==> config.mk <==
export PLATFORM = sky130hd
export DESIGN_NAME = link_sleep_ctrl
export DESIGN_NICKNAME = d
export VERILOG_FILES = /design/src/rtl/lsc_pkg.sv /design/src/rtl/lsc_silence_timer.sv /design/src/rtl/lsc_wake_qual.sv /design/src/rtl/link_sleep_ctrl.sv
export SDC_FILE = /design/constraint.sdc
export NUM_CORES = 1
export LEC_CHECK = 0
export CAP_MARGIN = 40
export CORE_MARGIN = 2
export CORE_UTILIZATION = 50
export CTS_CLUSTER_SIZE = 20
export DETAILED_ROUTE_END_ITERATION = 10
export DONT_BUFFER_PORTS = 1
export GPL_TIMING_DRIVEN = 1
export HOLD_SLACK_MARGIN = 0.12
export MAX_ROUTING_LAYER = met4
export SYNTH_ARGS = -nofsm -noshare
export SYNTH_HDL_FRONTEND = slang
export SYNTH_SLANG_ARGS = --single-unit
==> constraint.sdc <==
create_clock -name clk -period 4.6 [get_ports clk]
set_input_delay 0.92 -clock clk [delete_from_list [all_inputs] [get_ports clk]]
set_output_delay 0.92 -clock clk [all_outputs]
set_load 0.05 [all_outputs]
==> src/rtl/lsc_pkg.sv <==
package lsc_pkg;

    typedef enum logic [1:0] {
        PM_LINKED  = 2'd0,
        PM_NOCABLE = 2'd1,
        PM_SLEEP   = 2'd2
    } pm_state_e;

    typedef struct packed {
        logic link_up;
        logic low_power;
        logic clk_fast;
    } pm_out_t;

    function automatic logic pd_allowed(input logic dyn_dis, input logic red_dis);
        return !dyn_dis && !red_dis;
    endfunction

    function automatic pm_out_t decode_outputs(input pm_state_e st, input logic spd);
        pm_out_t o;
        o.link_up   = (st == PM_LINKED);
        o.low_power = (st == PM_SLEEP);
        o.clk_fast  = spd && (st != PM_SLEEP);
        return o;
    endfunction

endpackage

==> src/rtl/lsc_silence_timer.sv <==
module lsc_silence_timer #(
    parameter int SILENCE_CYCLES = 1000
) (
    input  logic clk,
    input  logic rst,
    input  logic en,
    input  logic act,
    output logic done_o
);
    localparam int CW = $clog2(SILENCE_CYCLES + 1);
    localparam logic [CW-1:0] LAST = CW'(SILENCE_CYCLES - 1);

    logic [CW-1:0] cnt;

    assign done_o = en && !act && (cnt == LAST);

    always_ff @(posedge clk) begin
        if (rst || !en || act || done_o)
            cnt <= '0;
        else
            cnt <= cnt + 1'b1;
    end


    act_restart_chk: assert property (@(posedge clk) disable iff (rst)
        act |=> (cnt == '0));

endmodule

==> src/rtl/lsc_wake_qual.sv <==
module lsc_wake_qual #(
    parameter int WAKE_WINDOW = 200,
    parameter int WAKE_PULSES = 3
) (
    input  logic clk,
    input  logic rst,
    input  logic en,
    input  logic act,
    output logic wake_o
);
    localparam int PW = $clog2(WAKE_PULSES + 1);
    localparam int WW = $clog2(WAKE_WINDOW + 1);
    localparam logic [PW-1:0] NEED_M1 = PW'(WAKE_PULSES - 1);
    localparam logic [WW-1:0] WLIM    = WW'(WAKE_WINDOW);

    logic [PW-1:0] pcnt;
    logic [WW-1:0] wcnt;
    logic          expired;

    assign expired = (pcnt != '0) && (wcnt >= WLIM);
    assign wake_o  = en && act && !expired && (pcnt == NEED_M1);

    always_ff @(posedge clk) begin
        if (rst || !en || wake_o) begin
            pcnt <= '0;
            wcnt <= '0;
        end else if (pcnt == '0 || expired) begin
            pcnt <= act ? PW'(1) : '0;
            wcnt <= act ? WW'(1) : '0;
        end else begin
            pcnt <= pcnt + PW'(act);
            wcnt <= wcnt + 1'b1;
        end
    end


    pulse_bound_chk: assert property (@(posedge clk) disable iff (rst)
        en |-> (pcnt < PW'(WAKE_PULSES)));


    window_restart_chk: assert property (@(posedge clk) disable iff (rst)
        (en && expired && act) |=> (pcnt == PW'(1)));

endmodule

==> src/rtl/link_sleep_ctrl.sv <==
module link_sleep_ctrl
    import lsc_pkg::*;
#(
    parameter int SILENCE_CYCLES = 165_000_000,
    parameter int WAKE_WINDOW    = 12_500_000,
    parameter int WAKE_PULSES    = 3
) (
    input  logic clk,
    input  logic rst,
    input  logic act_pulse,
    input  logic speed_100,
    input  logic dyn_pd_dis,
    input  logic rpd_dis,
    output logic link_up,
    output logic low_power,
    output logic clk_fast
);
    pm_state_e state, nxt;
    pm_out_t   outs;
    logic      pd_ok, silence_done, wake_fire;

    assign pd_ok = pd_allowed(dyn_pd_dis, rpd_dis);

    lsc_silence_timer #(.SILENCE_CYCLES(SILENCE_CYCLES)) u_timer (
        .clk    (clk),
        .rst    (rst),
        .en     (state == PM_LINKED),
        .act    (act_pulse),
        .done_o (silence_done)
    );

    lsc_wake_qual #(.WAKE_WINDOW(WAKE_WINDOW), .WAKE_PULSES(WAKE_PULSES)) u_wake (
        .clk    (clk),
        .rst    (rst),
        .en     (state != PM_LINKED),
        .act    (act_pulse),
        .wake_o (wake_fire)
    );

    always_comb begin
        nxt = state;
        unique case (state)
            PM_LINKED:  if (silence_done) nxt = pd_ok ? PM_SLEEP : PM_NOCABLE;
            PM_NOCABLE: if (wake_fire) nxt = PM_LINKED;
                        else if (pd_ok) nxt = PM_SLEEP;
            PM_SLEEP:   if (wake_fire) nxt = PM_LINKED;
                        else if (!pd_ok) nxt = PM_NOCABLE;
            default:    nxt = PM_LINKED;
        endcase
    end

    always_ff @(posedge clk) begin
        if (rst) state <= PM_LINKED;
        else     state <= nxt;
    end

    assign outs      = decode_outputs(state, speed_100);
    assign link_up   = outs.link_up;
    assign low_power = outs.low_power;
    assign clk_fast  = outs.clk_fast;


    unplug_cause_chk: assert property (@(posedge clk) disable iff (rst)
        $fell(link_up) |-> $past(silence_done));


    plug_cause_chk: assert property (@(posedge clk) disable iff (rst)
        $rose(link_up) |-> $past(wake_fire));


    sleep_entry_chk: assert property (@(posedge clk) disable iff (rst)
        (link_up && silence_done && pd_ok) |=> (low_power && !link_up));


    slow_clock_chk: assert property (@(posedge clk) disable iff (rst)
        low_power |-> !clk_fast);

endmodule

==> impl_metrics.ini <==
[timing]
max_freq_ghz = 0.3962
whs_ps = 490.7
post-route-period-util_pct = 54.87
hold_violations = 0
skew_ps = 12.60
rsz0062_at_grt = false
worst_slew_pin_slew_ps = 850.1
min_period_ps = 2524
setup_viol = 0
slew_headroom_pct = 43.33
setup_slack_ps = 2076
tns_ps = 0
maxSlewViolCount = 0

[global_routing]
grt.total_usage_pct = 17.67
grt_first_pass_wirelength_um = 7596
grt-ovfl-total = 0
grt_pass1_vias = 1757
grt_max_degree = 27
antenna_found_initial = 0

[detailed_routing]
firstDrtPassIters = 4
drc = 0
routed_via_density = 5.226
drt-met1-wl_um = 2209
met3_length_um = 112
met2_wirelength_um = 2173
dr.max_layer_used = met4
totalWireLength_um = 4552
ant_nets = 0
wire_per_inst_um = 11.98
first_iter_violations = 86
num_vias = 1986

[critical_path]
end_kind = flip-flop
worstPathArrival_ps = 2720
start_kind = flip-flop
path_class = reg -> reg
worstPathRequired_ps = 4800
cp_max_fo = 19

[floorplanning]
placementRows = 26
core_um2 = 5042
start_util_pct = 51.24
die-width_um = 75.89
boundaryPins = 9
die_h_um = 75.89
die_area_um2 = 5759

[yosys]
synth-main-ff-cell = dfxtp_1
ys.warnings.count = 0
synth_seq_cells = 56
synth_edf_count = 0
syn_area_per_cell_um2 = 8.362
yosysMostFrequentCell = nor2_1
syn-num-nets = 319
yosys.area.top_type = dfxtp_1
synthTopCellsByCount = 64 x nor2_1, 56 x dfxtp_1, 34 x xnor2_1
async_flop_share_pct = 0
synth_top_cell_area_share_pct = 43.39
synth_cells = 309
ys_top_cells_by_area = dfxtp_1 43%, xnor2_1 12%, nor2_1 9.3%
ys_seq_area_share_pct = 43.39
synth_cell_types = 31
netlist_area_um2 = 2584

[layout]
diodes = 0
area_delta_synth_final_pct = 6.586
fillers = 484
nNetsFinal = 319
drive_gt1_share_pct = 3.871
final_util_pct = 54.62

[placement]
post-dp-hpwl_um = 3149
gp_congestion = 0.7767
io_buffers = 0
dp_slack_ps = 2106

[outcome]
status = complete, no violations

[min_path]
hp-class = reg -> reg

[clocking]
htreeDepth = 2
holdBufCountCts = 0
cts_root_buf = clkbuf_8
path_clk_slew_ps = 100
cts_buffers = 5
numClockSinks = 56
cts_resized = 0
post_cts_buffers = 0
clock_path_buffers = 2
clock_latency_ps = 310
tritoncts = done

[power]
total_power_mw = 0.8154
powerDensity_nw_per_um2 = 296.1
p_leak_nw = 0.8106
vdd_ir_drop_max_mv = 0.1684

[flow_run]
cap_violations = 0
## state kept, by name, indices dropped and copies added (netlist names)
name         cells
u_wake.pcnt      2
u_wake.wcnt     24
u_timer.cnt     28
state            2
## stage by stage
step	instance area (µm²)	std cells
2_1_floorplan	2584	309
5_1_grt	2754	380
3_5_place_dp	2646	372
6_report	2754	380
3_3_place_gp	2599	367
4_1_cts	2754	380
## routing by layer
metal  vias to the layer above  GRT usage (%)
met5                         -              -
met1                       927          21.54
met3                         7          3.968
met4                         0          6.043
li1                       1029              -
met2                        23          28.74
## final timing paths
kind / start / to / slack [ps] / cells past startpoint
setup / recovery: u_timer.cnt[9] / u_timer.cnt[22] / 2080 / 6
hold / removal: u_timer.cnt[0] / u_timer.cnt[0] / 490 / 1
setup reg to reg: u_timer.cnt[9] / u_timer.cnt[22] / 2080 / 6
hold reg to reg: u_timer.cnt[0] / u_timer.cnt[0] / 490 / 1
## area by class of cell
class                           count  area, µm²  share of cell area, %
Timing Repair Buffer                5      47.55                  1.726
Inverter                           15      56.30                  2.045
Tap cell                           70      87.58                  3.180
Sequential cell                    56       1121                  40.71
Clock buffer                        6      72.57                  2.635
Multi-Input combinational cell    226       1334                  48.43
Clock inverter                      2      35.03                  1.272
## critical path, stage by stage (launching register included)
cell and delay (ps):
dfxtp_1 380, nand4_1 390, or3_1 480, nor4_1 440, nand2b_1 440, buf_8 220
nor2_1 60
## report_power, final
| part | total, mW | switching, mW | leakage [nW] | internal [mW] |
|---|---|---|---|---|
| registers | 0.486 | 0.000826 | 0.451 | 0.485 |
| logic | 0.0117 | 0.00805 | 0.304 | 0.00364 |
| clock network | 0.318 | 0.156 | 0.0552 | 0.162 |
| total | 0.815 | 0.165 | 0.811 | 0.651 |
## cells by family after synthesis
family,synth area share [%]
and+or+nand+nor,30.75
DFF,43.39
xor gates and xnor gates,16.61
buffers and inverters,4.987
AOI/OAI and AO/OA,2.325
adders and majority gates,1.937
## placed cells by master (no fill, tap or decap), types with 2 or more instances in the layout
master / Yosys / layout
a41oi_1: 2 / 2
and3_1: 4 / 4
and4_1: 3 / 3
buf_4: 3 / 3
clkbuf_8: 0 / 5
dfxtp_1: 56 / 56
ha_1: 4 / 4
inv_1: 15 / 15
nand2_1: 16 / 16
nand3_1: 26 / 26
nand3b_1: 4 / 4
nand4_1: 8 / 8
nor2_1: 64 / 64
nor2b_1: 3 / 3
nor3_1: 15 / 15
nor4_1: 12 / 12
o21ai_0: 3 / 3
or3_1: 4 / 4
xnor2_1: 34 / 34
xor2_1: 15 / 15
No activity file was read; power rests on OpenSTA's default activity.
